==> src/rtl/tbin_pkg.sv <==
package tbin_pkg;

    typedef enum logic [1:0] {
        ST_BIN  = 2'd0,
        ST_WALK = 2'd1,
        ST_EMIT = 2'd2,
        ST_DONE = 2'd3
    } tbin_state_e;

    // Pixel coordinate to tile coordinate, clamped to the grid edge.
    function automatic int unsigned tile_of(int unsigned coord,
                                            int unsigned shift,
                                            int unsigned limit);
        int unsigned t;
        t = coord >> shift;
        return (t > limit - 1) ? limit - 1 : t;
    endfunction

    function automatic int unsigned width_of(int unsigned n);
        return (n > 1) ? $clog2(n) : 1;
    endfunction

endpackage

==> src/rtl/tbin_span.sv <==
module tbin_span
    import tbin_pkg::*;
#(
    parameter int COORD_W    = 10,
    parameter int TILE_SHIFT = 4,
    parameter int TILES_X    = 4,
    parameter int TILES_Y    = 3,
    localparam int TX_W      = width_of(TILES_X),
    localparam int TY_W      = width_of(TILES_Y)
) (
    input  logic [COORD_W-1:0] x_lo,
    input  logic [COORD_W-1:0] y_lo,
    input  logic [COORD_W-1:0] x_hi,
    input  logic [COORD_W-1:0] y_hi,
    output logic [TX_W-1:0]    col_lo,
    output logic [TX_W-1:0]    col_hi,
    output logic [TY_W-1:0]    row_lo,
    output logic [TY_W-1:0]    row_hi
);

    always_comb begin
        col_lo = TX_W'(tile_of(32'(x_lo), TILE_SHIFT, TILES_X));
        col_hi = TX_W'(tile_of(32'(x_hi), TILE_SHIFT, TILES_X));
        row_lo = TY_W'(tile_of(32'(y_lo), TILE_SHIFT, TILES_Y));
        row_hi = TY_W'(tile_of(32'(y_hi), TILE_SHIFT, TILES_Y));
    end

endmodule

==> src/rtl/tbin_lists.sv <==
module tbin_lists
    import tbin_pkg::*;
#(
    parameter int NT         = 12,
    parameter int LIST_DEPTH = 4,
    parameter int IDX_W      = 8,
    localparam int T_W       = width_of(NT),
    localparam int K_W       = width_of(LIST_DEPTH),
    localparam int CNT_W     = $clog2(LIST_DEPTH + 1)
) (
    input  logic             clk,
    input  logic             rst,
    input  logic             clr,
    input  logic             wr_en,
    input  logic [T_W-1:0]   wr_tile,
    input  logic [IDX_W-1:0] wr_idx,
    input  logic [T_W-1:0]   rd_tile,
    input  logic [K_W-1:0]   rd_k,
    output logic [IDX_W-1:0] rd_idx,
    output logic [CNT_W-1:0] rd_cnt,
    output logic             ovf
);

    logic [IDX_W-1:0] mem [NT][LIST_DEPTH];
    logic [CNT_W-1:0] cnt [NT];
    logic             full;

    assign full   = (cnt[wr_tile] == CNT_W'(LIST_DEPTH));
    assign rd_idx = mem[rd_tile][rd_k];
    assign rd_cnt = cnt[rd_tile];

    always_ff @(posedge clk) begin
        if (rst) begin
            for (int t = 0; t < NT; t++) cnt[t] <= '0;
            ovf <= 1'b0;
        end else if (clr) begin
            for (int t = 0; t < NT; t++) cnt[t] <= '0;
        end else if (wr_en) begin
            if (full) begin
                ovf <= 1'b1;
            end else begin
                mem[wr_tile][K_W'(cnt[wr_tile])] <= wr_idx;
                cnt[wr_tile] <= cnt[wr_tile] + CNT_W'(1);
            end
        end
    end

    AST_DROP_FLAGS: assert property (@(posedge clk) disable iff (rst)
        wr_en && full |=> ovf);
    AST_OVF_STICKY: assert property (@(posedge clk) disable iff (rst)
        ovf |=> ovf);

    for (genvar g = 0; g < NT; g++) begin : g_tile_chk
        AST_CNT_BOUND: assert property (@(posedge clk) disable iff (rst)
            cnt[g] <= CNT_W'(LIST_DEPTH));
        AST_CLR_EMPTY: assert property (@(posedge clk) disable iff (rst)
            clr |=> cnt[g] == '0);
    end

endmodule

==> src/rtl/tbin_emit.sv <==
module tbin_emit
    import tbin_pkg::*;
#(
    parameter int TILES_X    = 4,
    parameter int TILES_Y    = 3,
    parameter int LIST_DEPTH = 4,
    localparam int NT        = TILES_X * TILES_Y,
    localparam int TX_W      = width_of(TILES_X),
    localparam int TY_W      = width_of(TILES_Y),
    localparam int T_W       = width_of(NT),
    localparam int K_W       = width_of(LIST_DEPTH),
    localparam int CNT_W     = $clog2(LIST_DEPTH + 1)
) (
    input  logic             clk,
    input  logic             rst,
    input  logic             go,
    input  logic [CNT_W-1:0] rd_cnt,
    output logic             busy,
    output logic [TX_W-1:0]  col,
    output logic [TY_W-1:0]  row,
    output logic [T_W-1:0]   rd_tile,
    output logic [K_W-1:0]   rd_k,
    output logic             has_entry,
    output logic             tile_start,
    output logic             tile_end,
    output logic             all_fin
);

    logic tile_fin, last_tile;

    assign tile_fin   = (rd_cnt == '0) || (CNT_W'(rd_k) == rd_cnt - CNT_W'(1));
    assign last_tile  = (col == TX_W'(TILES_X - 1)) && (row == TY_W'(TILES_Y - 1));
    assign rd_tile    = T_W'(row) * T_W'(TILES_X) + T_W'(col);
    assign has_entry  = busy && (rd_cnt != '0);
    assign tile_start = busy && (rd_k == '0);
    assign tile_end   = busy && tile_fin;
    assign all_fin    = busy && tile_fin && last_tile;

    always_ff @(posedge clk) begin
        if (rst) begin
            busy <= 1'b0;
            col  <= '0;
            row  <= '0;
            rd_k <= '0;
        end else if (go) begin
            busy <= 1'b1;
            col  <= '0;
            row  <= '0;
            rd_k <= '0;
        end else if (busy) begin
            if (tile_fin) begin
                rd_k <= '0;
                if (col == TX_W'(TILES_X - 1)) begin
                    col <= '0;
                    if (row == TY_W'(TILES_Y - 1)) begin
                        row  <= '0;
                        busy <= 1'b0;
                    end else begin
                        row <= row + TY_W'(1);
                    end
                end else begin
                    col <= col + TX_W'(1);
                end
            end else begin
                rd_k <= rd_k + K_W'(1);
            end
        end
    end

    AST_END_THEN_START: assert property (@(posedge clk) disable iff (rst)
        tile_end && !all_fin |=> tile_start);
    AST_START_ROW_MAJOR: assert property (@(posedge clk) disable iff (rst)
        go |=> busy && col == '0 && row == '0);

endmodule

==> src/rtl/tile_binner.sv <==
module tile_binner
    import tbin_pkg::*;
#(
    parameter int COORD_W    = 10,
    parameter int IDX_W      = 8,
    parameter int TILE_SHIFT = 4,
    parameter int TILES_X    = 4,
    parameter int TILES_Y    = 3,
    parameter int LIST_DEPTH = 4,
    localparam int NT        = TILES_X * TILES_Y,
    localparam int TX_W      = width_of(TILES_X),
    localparam int TY_W      = width_of(TILES_Y),
    localparam int T_W       = width_of(NT),
    localparam int K_W       = width_of(LIST_DEPTH),
    localparam int CNT_W     = $clog2(LIST_DEPTH + 1)
) (
    input  logic               clk,
    input  logic               rst,
    input  logic               tri_valid,
    output logic               tri_ready,
    input  logic [COORD_W-1:0] box_x0,
    input  logic [COORD_W-1:0] box_y0,
    input  logic [COORD_W-1:0] box_x1,
    input  logic [COORD_W-1:0] box_y1,
    input  logic [IDX_W-1:0]   tri_id,
    input  logic               frame_end,
    output logic               out_valid,
    output logic [IDX_W-1:0]   out_id,
    output logic               tile_start,
    output logic               tile_end,
    output logic [TX_W-1:0]    tile_col,
    output logic [TY_W-1:0]    tile_row,
    output logic               frame_done,
    output logic               list_overflow
);

    tbin_state_e st;

    logic [TX_W-1:0]  sx0, sx1, rx0, rx1, cx;
    logic [TY_W-1:0]  sy0, sy1, ry1, cy;
    logic [IDX_W-1:0] rid;
    logic             go, walk_last, wr_en, clr;
    logic [T_W-1:0]   wr_tile, rd_tile;
    logic [K_W-1:0]   rd_k;
    logic [CNT_W-1:0] rd_cnt;
    logic             busy, all_fin;

    tbin_span #(
        .COORD_W(COORD_W), .TILE_SHIFT(TILE_SHIFT),
        .TILES_X(TILES_X), .TILES_Y(TILES_Y)
    ) u_span (
        .x_lo(box_x0), .y_lo(box_y0), .x_hi(box_x1), .y_hi(box_y1),
        .col_lo(sx0), .col_hi(sx1), .row_lo(sy0), .row_hi(sy1)
    );

    assign tri_ready  = (st == ST_BIN);
    assign go         = (st == ST_BIN) && !tri_valid && frame_end;
    assign walk_last  = (cx == rx1) && (cy == ry1);
    assign wr_en      = (st == ST_WALK);
    assign wr_tile    = T_W'(cy) * T_W'(TILES_X) + T_W'(cx);
    assign clr        = (st == ST_DONE);
    assign frame_done = (st == ST_DONE);

    tbin_lists #(
        .NT(NT), .LIST_DEPTH(LIST_DEPTH), .IDX_W(IDX_W)
    ) u_lists (
        .clk(clk), .rst(rst), .clr(clr),
        .wr_en(wr_en), .wr_tile(wr_tile), .wr_idx(rid),
        .rd_tile(rd_tile), .rd_k(rd_k),
        .rd_idx(out_id), .rd_cnt(rd_cnt), .ovf(list_overflow)
    );

    tbin_emit #(
        .TILES_X(TILES_X), .TILES_Y(TILES_Y), .LIST_DEPTH(LIST_DEPTH)
    ) u_emit (
        .clk(clk), .rst(rst), .go(go), .rd_cnt(rd_cnt),
        .busy(busy), .col(tile_col), .row(tile_row),
        .rd_tile(rd_tile), .rd_k(rd_k), .has_entry(out_valid),
        .tile_start(tile_start), .tile_end(tile_end), .all_fin(all_fin)
    );

    always_ff @(posedge clk) begin
        if (rst) begin
            st  <= ST_BIN;
            rx0 <= '0;
            rx1 <= '0;
            ry1 <= '0;
            cx  <= '0;
            cy  <= '0;
            rid <= '0;
        end else begin
            unique case (st)
                ST_BIN: begin
                    if (tri_valid) begin
                        rx0 <= sx0;
                        rx1 <= sx1;
                        ry1 <= sy1;
                        cx  <= sx0;
                        cy  <= sy0;
                        rid <= tri_id;
                        st  <= ST_WALK;
                    end else if (frame_end) begin
                        st <= ST_EMIT;
                    end
                end
                ST_WALK: begin
                    if (walk_last) begin
                        st <= ST_BIN;
                    end else if (cx == rx1) begin
                        cx <= rx0;
                        cy <= cy + TY_W'(1);
                    end else begin
                        cx <= cx + TX_W'(1);
                    end
                end
                ST_EMIT: if (all_fin) st <= ST_DONE;
                ST_DONE: st <= ST_BIN;
                default: st <= ST_BIN;
            endcase
        end
    end

    AST_BOX_ORDERED: assert property (@(posedge clk) disable iff (rst)
        tri_valid && tri_ready |-> sx0 <= sx1 && sy0 <= sy1);
    AST_WALK_IN_RANGE: assert property (@(posedge clk) disable iff (rst)
        st == ST_WALK |-> cx >= rx0 && cx <= rx1 && cy <= ry1);
    AST_QUIET_BINNING: assert property (@(posedge clk) disable iff (rst)
        tri_ready |-> !out_valid && !tile_start && !tile_end && !busy);
    AST_WALK_IGNORES_END: assert property (@(posedge clk) disable iff (rst)
        st == ST_WALK |=> !busy);
    AST_DONE_AFTER_LAST: assert property (@(posedge clk) disable iff (rst)
        all_fin |=> frame_done);
    AST_DONE_PULSE: assert property (@(posedge clk) disable iff (rst)
        frame_done |=> !frame_done && tri_ready);

endmodule

==> config.mk <==
export PLATFORM = sky130hd
export DESIGN_NAME = tile_binner
export DESIGN_NICKNAME = d
export VERILOG_FILES = /design/src/rtl/tbin_pkg.sv /design/src/rtl/tbin_span.sv /design/src/rtl/tbin_lists.sv /design/src/rtl/tbin_emit.sv /design/src/rtl/tile_binner.sv
export SDC_FILE = /design/constraint.sdc
export NUM_CORES = 1
export LEC_CHECK = 0
export BUFFER_PORTS_ARGS = -buffer_cell sky130_fd_sc_hd__buf_2
export CAP_MARGIN = 20
export CORE_UTILIZATION = 44
export DETAILED_ROUTE_END_ITERATION = 12
export MAX_ROUTING_LAYER = met4
export PLACE_DENSITY = 0.59
export SLEW_MARGIN = 20
export SYNTH_ARGS = -nofsm -noshare
export SYNTH_HDL_FRONTEND = slang
export SYNTH_SLANG_ARGS = --single-unit
==> constraint.sdc <==
create_clock -name clk -period 5.3 [get_ports clk]
set_input_delay 1.06 -clock clk [delete_from_list [all_inputs] [get_ports clk]]
set_output_delay 1.06 -clock clk [all_outputs]
set_load 0.05 [all_outputs]
Word level (Yosys, flattened, before mapping)
Memories as Yosys holds them, arrays and structs flattened. Cells that the tools add are included.

Reductions and logical operators: 25. Bitwise logic cells: 15. Add/sub/neg operators: 9. Muxes and demuxes: 56. Magnitude comparators: 7. Eq/ne operators: 15.

Operator list (number): 2-to-1 mux 3 bit (13); 2-to-1 mux 2 bit (17); 2-to-1 mux 32 bit (1); > comparator 6 x 2 -> 1 bit (second input constant) (4); 2-to-1 mux 8 bit (3); binary-select mux 8 bit (select 2 bit) (1); demux 8 bit (select 2 bit) (1); 2-to-1 mux 1 bit (16); OR 1 bit (12); AND reduction 3 bit (4); adder 2 x 1 -> 2 bit (second input constant) (5); inequality test 2 bit (second input constant) (5); logical AND 1 bit (9); adder 4 x 2 -> 4 bit (2); equality test 2 bit (second input constant) (4); one-hot mux 2 bit (2 select lines) (2); one-hot mux 2 bit (4 select lines) (1); greater-or-equal comparator 3 bit (second input constant) (2); inverter 2 -> 3 bit (2); equality test 2 bit (2); logical NOT 2 bit (2); 2-to-1 mux 4 bit (1); AND reduction 2 bit (2); AND reduction 4 bit (1); 15 further kinds (15).

Memories kept: 2. Flip-flop bits (word level): 28. Input port bits: 52. Bits in writable memories: 420.

Memories: u_lists.mem (depth 12, bits a word 32, read ports 1, clocked after Yosys merged registers in 0, write ports 1, RTL line tbin_lists.sv:24) `logic [IDX_W-1:0] mem [NT][LIST_DEPTH];`; u_lists.cnt (depth 12, bits a word 3, read ports 2, clocked after Yosys merged registers in 0, write ports 12, RTL line tbin_lists.sv:25) `logic [CNT_W-1:0] cnt [NT];`.

Longest topological paths before layout
Gate-level depths: netlist of run 1. An unclocked memory read counts as a cell.

Depth in word-level cells: 10. Gate-level depth with buffers: 14.

By module
Synthesis of run 1 repeated with hierarchy kept, for this count alone.

Cells, all modules: 1046. Area total of the unflattened synthesis: 19227.2 sq um.

Modules (own cells, without submodules): tbin_lists (times used 1, area each 17725.8 sq um, cells each 859); tile_binner (times used 1, area each 962.2 sq um, cells each 119); tbin_emit (times used 1, area each 445.4 sq um, cells each 54); tbin_span (times used 1, area each 93.8 sq um, cells each 14).

Least setup slack after synthesis of run 1
No wires, ideal clock.

Kind: register to output. Start: register u_emit.col[0]. End: output tile_end. Path slack: -614 ps. Stages on the path, launching flop included: 14. Data arrival time: 4854 ps. Path buffers: 4. Cell sequence: dfxtp_1 buf_4 buf_2 buf_2 buf_2 mux4_2 mux4_2 inv_1 ha_1 xor2_1 nand3_1 or4_1 o2111a_1 nor2_1.

Word-level cells in the longest chain between the ends: 6. Elaborated cells between the ends (all ways): 7. Classes of those cells: add/sub: 2; eq/ne: 1; reduce/logical: 3; memory: 1.

Ends and longest elaborated chain: start: declaration (RTL line tbin_emit.sv:19) `output logic [TX_W-1:0] col,`; start signal: assignment (RTL line tbin_emit.sv:62) `col <= col + TX_W'(1);`; adder 4 x 2 -> 4 bit (*) (RTL line tbin_emit.sv:33) `assign rd_tile = T_W'(row) * T_W'(TILES_X) + T_W'(col);`; memory read (12 x 3 bit) (*); subtractor 3 x 1 -> 3 bit (RTL line tbin_emit.sv:31) `assign tile_fin = (rd_cnt == '0) || (CNT_W'(rd_k) == rd_cnt - CNT_W'(1));`; equality test 2 x 3 -> 1 bit (RTL line tbin_emit.sv:31); logical OR 1 bit (*) (RTL line tbin_emit.sv:31); logical AND 1 bit (*) (RTL line tbin_emit.sv:36) `assign tile_end = busy && tile_fin;`; end: declaration (RTL line tile_binner.sv:30) `output logic tile_end,`.

Mark *: on every way between the ends. The rest lies on a longest branch, timed or not.

Worst setup path in the final report of run 1
Ends and elaborated chain as after synthesis.

==> impl_metrics.ini, run 1 <==
[route]
drc = 0
postRouteAntennaNets = 0
post_drt_wl_per_cell_um = 23.5
avgViaCountPerCell = 5.52
vias = 9778
drt_first_pass_iters = 5
drtIter0Drc = 863
wl_mm = 41.6

[sta]
fin_tns_setup_ps = 0
rsz0062_at_grt = false
worst_pin_slew_ps = 1030
slew_viol_final = 0
hold_viol_final = 0
finClkSkew_ps = 17.9
fmax_mhz = 201
setup_violations = 0
period_share_pct = 94.1
period_needed_ps = 4990
slew_headroom_pct = 31.1

[logic_synthesis]
synth_edf_count = 432
yosysWarnings = 0
yosysUniqueCellTypes = 52
synth_cells = 1055
synth-main-ff-cell = edfxtp_1
netlist.area_leader.share_pct = 68.0
netlist_top_cells_area = edfxtp_1, mux4_2, dfxtp_1, nor2_1, nand2_1
syn_nets = 1123
syn_area_um2 = 19100
synth_top_area_cell = edfxtp_1
synth_seq_area_share_pct = 71.0
synth.ff_latch_count = 460
synth.avg_cell_area_um2 = 18.1
async_flop_share_pct = 0

[run_status]
status = finished, final reports clean

[power_and_ir_drop]
leakage_nw = 6.85
power.density_nw_per_um2 = 375
ir_worst_vdd_uv = 234

[placed_design]
placedCellCount = 1682
placed_area_um2 = 20200
port_buffers = 53
hpwl_mm = 24.9
globalplace.congestion = 0.776

[worst_setup_path]
worst_ep_required_time_ps = 4240
start_kind = flop
timing.reg2reg.setup_slack_ps = 1370
end_kind = output port
arrival_ps = 3930
crit_fanout = 13
critPathKind = flop to output port

[grt]
first_global_vias = 9895
gr-total-overflow = 0
grt_pass1_wl_mm = 62.2
track_usage_pct = 20.1
grt_max_degree = 91
antenna_found_initial = 0

[floorplan]
rows = 75
die_x_um = 210
initial_core_util_pct = 45.1
fp.dieH_um = 210
core_um2 = 42300
die_area_um2 = 44200
io-pin-count = 70

[layout]
drive_gt1_share_pct = 28.5
syn_to_final_growth_pct = 13.8
final_common_cell = edfxtp_1
fin_nets = 1228
n_antenna_cell = 0
most-common-layout-cells = edfxtp_1, mux4_2, nor2_1
design_area_um2 = 21700
finalNonFillerCells = 1772

[clock_network]
h-tree-depth = 2
cts_hold_buf = 0
insertion_delay_ps = 570
path_clk_slew_ps = 60
postCtsSetupBuffers = 0
cts_sinks = 460
cts.path.max_buffers = 3
cts-root-buf = clkbuf_16
cts_resized = 0
cts_buffers = 47
cts_tree = built

[job]
maxCapViolCount = 0

[worst_hold_path]
holdCritPathClass = flop to flop
[synth_stat cells, types with 6 or more instances]
library cell    n
edfxtp_1      432
nand3_1         8
mux2_2          6
ha_1           16
nor2_1        109
inv_1          14
or4_1           6
nand2_1        88
mux4_2        130
o21ai_0        33
a21o_1         12
mux2i_1        30
clkbuf_1       32
a21oi_1        20
dfxtp_1        28
buf_6           7
buf_1           6
buf_2          13
[critical path, stage by stage, from the launching register on]
cell	delay (ps)
dfxtp_4	460
mux4_2	540
mux4_2	470
inv_1	70
ha_1	230
xor2_1	220
nand3_1	100
or4_1	560
o2111a_1	270
nor2_4	160
buf_2	270
[final timing paths]
kind                                     from            endpoint  cells past startpoint
worst min register to register         ry1[0]              ry1[0]                      2
worst max-delay path            u_emit.col[0]            tile_end                     10
worst min-delay path                   ry1[0]              ry1[0]                      2
worst max register to register          cx[0]  u_lists.mem[5][19]                      6
[metal layers]
metal | track usage [%] | wire (um) | vias to the layer above
met5 | - | 0 | -
met4 | 5.01 | 756 | 0
met3 | 3.89 | 2220 | 55
met2 | 31.1 | 20100 | 240
met1 | 27.5 | 18600 | 5091
li1 | - | - | 4392
[flip-flops by register name, summed over array words and instances (netlist names)]
signal	cells
u_lists.mem	384
u_lists.cnt	48
rid	8
cx	2
cy	2
rx0	2
rx1	2
ry1	2
st	2
u_emit.col	2
u_emit.rd_k	2
u_emit.row	2
u_emit.busy	1
u_lists.ovf	1
[power by group]
group	switching [mW]	leakage, nW	internal [mW]
sequential	0.120	4.13	4.07
clock	1.34	0.707	1.77
combinational	0.510	2.02	0.329
total	1.97	6.85	6.17
[per-stage QoR]
stage / hold slack [ps] / power [mW] / util, % / setup slack (ps)
3_5_place_dp: 460 / 5.11 / 47.8 / 779
5_1_grt: 494 / 8.43 / 51.3 / 112
2_1_floorplan: 445 / 4.82 / - / 45.5
4_1_cts: 482 / 8.22 / 51.2 / 136
6_report: 475 / 8.14 / 51.3 / 314
3_3_place_gp: 462 / 5.10 / 47.8 / 795
[cell families (layout without fill, tap and decap cells)]
logic type / count (synthesis) / in the layout / synth area share (%)
and+or+nand+nor: 247 / 247 / 5.64
xor gates and xnor gates: 7 / 7 / 0.321
adders and majority gates: 16 / 16 / 1.05
AOI/OAI and AO/OA: 84 / 84 / 2.66
DFF: 460 / 460 / 71.0
muxes: 168 / 168 / 17.6
buffers and inverters: 73 / 213 / 1.82
[layout make-up]
| class | count | area, um2 |
|---|---|---|
| repair buffers | 115 | 756 |
| fillers | 3460 | 20600 |
| multi-input cells | 522 | 5210 |
| flip-flops and latches | 460 | 13600 |
| clock inverters | 28 | 210 |
| clock buffers | 56 | 1210 |
| inverters | 14 | 52.6 |
| well taps | 577 | 722 |
No activity file was read; power rests on OpenSTA's default activity.
==> inputs of run 2 (changes only) <==
--- a/config.mk
+++ b/config.mk
@@ -5,6 +5,7 @@
 export SDC_FILE = /design/constraint.sdc
 export NUM_CORES = 1
 export LEC_CHECK = 0
+export ABC_AREA = 1
 export BUFFER_PORTS_ARGS = -buffer_cell sky130_fd_sc_hd__buf_2
 export CAP_MARGIN = 20
 export CORE_UTILIZATION = 44
==> impl_metrics.ini, run 2 <==
[sta]
slew_viol_final = 0
worst_slack_ps = 619
period_needed_ps = 4680
rsz0062_at_grt = false
slew_headroom_pct = 24.9
hold_slack_ps = 495
hold_viol_final = 0
period_share_pct = 88.3
setup_violations = 0
finClkSkew_ps = 15.6
fmax_mhz = 214
fin_tns_setup_ps = 0
worst_pin_slew_ps = 1130

[clock_network]
postCtsSetupBuffers = 0
cts_buffers = 48
insertion_delay_ps = 580
cts_sinks = 460
h-tree-depth = 2
path_clk_slew_ps = 50
cts_tree = built
cts-root-buf = clkbuf_16
cts.path.max_buffers = 3
cts_hold_buf = 0
cts_resized = 0

[logic_synthesis]
synth.most_common_cell = edfxtp_1
synth_cells = 1691
syn_area_um2 = 19400
netlist.area_leader.share_pct = 67.0
synth.top_cells.by_count = edfxtp_1, nor2_1, o21ai_0
synth.ff_latch_count = 460
synth_top_area_cell = edfxtp_1
synth_edf_count = 432
async_flop_share_pct = 0
netlist_top_cells_area = edfxtp_1, nor2_1, o21ai_0, nand2_1, dfxtp_1
yosysWarnings = 0
synth.avg_cell_area_um2 = 11.4
synth-main-ff-cell = edfxtp_1
synth_seq_area_share_pct = 69.9
yosysUniqueCellTypes = 40
syn_nets = 1759

[route]
drc = 0
postRouteAntennaNets = 0
wl_mm = 50.6
drtIter0Drc = 1173
avgViaCountPerCell = 5.60
vias = 13200
drt_first_pass_iters = 5
post_drt_wl_per_cell_um = 21.5

[floorplan]
rows = 76
initial_core_util_pct = 44.7
die_area_um2 = 44800
core_um2 = 43300
io-pin-count = 70
fp.dieH_um = 212
die_x_um = 212

[job]
maxCapViolCount = 0

[worst_hold_path]
hold_path_depth = 1
holdCritPathClass = flop to flop

[run_status]
status = finished, final reports clean

[worst_setup_path]
arrival_ps = 3620
crit_family = buffers and inverters
cpPeakStageDelay_ps = 610
start_kind = flop
worst-path-buf-inv = 3
critPathKind = flop to output port
path_cells = buf_4 > a21oi_1 > o21ai_0 > o21ai_0 > a221oi_1 > ha_1 > nand2_1 > nand2_1 > nor2_1 > nand3_2 > nand2_2 > nand2_1 > inv_1 > buf_2
cp_common_cell = nand2_1
r2r_cells = 13
end_kind = output port
critPathSlowestCell = dfxtp_4
crit_fanout = 58
worst_ep_required_time_ps = 4240
path_depth = 14

[power_and_ir_drop]
power.density_nw_per_um2 = 454
ir_worst_vdd_uv = 240
finalPower_mw = 9.85
leakage_nw = 7.63

[grt]
antenna_found_initial = 0
grt_pass1_wl_mm = 74.9
gr-max-usage-layer = met2
grtUsageMet1_pct = 30.9
grt_max_degree = 139
use_met2_pct = 36.0
first_global_vias = 12500
track_usage_pct = 23.5
gr-total-overflow = 0
grtUsageMet3_pct = 3.71

[layout]
design_area_um2 = 21700
most-common-layout-cells = edfxtp_1, nor2_1, o21ai_0
final_common_cell = edfxtp_1
largest_reg_flops = 384
fin_nets = 1797
drive_gt1_share_pct = 10.7
n_antenna_cell = 0
finalNonFillerCells = 2349
final_util_pct = 50.1
syn_to_final_growth_pct = 12.0

[placed_design]
pre_cts_slack_ps = 1180
globalplace.congestion = 0.859
hpwl_mm = 28.7
placedCellCount = 2264
port_buffers = 53
placed_area_um2 = 20200
==> run 2: cell count changes after synthesis, sizes merged, moves of 43 or more <==
cell	previous run	this run
mux4	132	0
o21ai	34	269
nor2	112	366
o22ai	1	87
nand2	91	172
a21oi	20	63
inv	14	59
==> run 2: kinds of logic (layout without fill, tap and decap cells) <==
kind of cell	after synthesis	after routing	share of synthesized area (%)
and+or+nand+nor	596	596	12.6
DFF	460	460	69.9
AOI/OAI and AO/OA	446	446	12.5
buffers and inverters	168	241	3.70
adders and majority gates	16	16	1.03
xor gates and xnor gates	5	5	0.226
==> run 2: layer usage <==
metal,share of wire (%),vias to the layer above
li1,-,6136
met1,43,6395
met2,46,505
met3,7.1,127
met4,4.1,0
met5,0,-
==> run 2: power by group <==
group | total [mW] | switching, mW | internal, mW
Combinational | 2.02 | 1.52 | 0.507
Clock | 3.14 | 1.34 | 1.80
Sequential | 4.68 | 0.336 | 4.34
==> run 2: worst register-to-register path, stage by stage (launching register included) <==
cell      delay (ps)
dfxtp_1          330
buf_4            250
inv_2            370
nor2_1            80
o21ai_0          330
o211ai_1         180
nand2_1          150
inv_1             80
ha_1             290
nand2_2          150
nand3_4          160
nor2_4           200
nand2_2          250
nor2_1           740
==> run 2: cell type report <==
class | instances | area [um2]
flip-flops and latches | 460 | 13600
fillers | 3802 | 21600
inverters | 62 | 238
clock inverters | 15 | 98.8
well taps | 585 | 732
repair buffers | 94 | 611
multi-input cells | 1063 | 5120
clock buffers | 70 | 1350
==> run 2: worst paths after layout <==
| path | startpoint | to | slack (ps) |
|---|---|---|---|
| hold / removal | u_lists.ovf | u_lists.ovf | 490 |
| hold reg to reg | u_lists.ovf | u_lists.ovf | 490 |
| setup / recovery | u_emit.col[0] | tile_end | 620 |
| setup reg to reg | cx[0] | u_lists.mem[6][18] | 1360 |
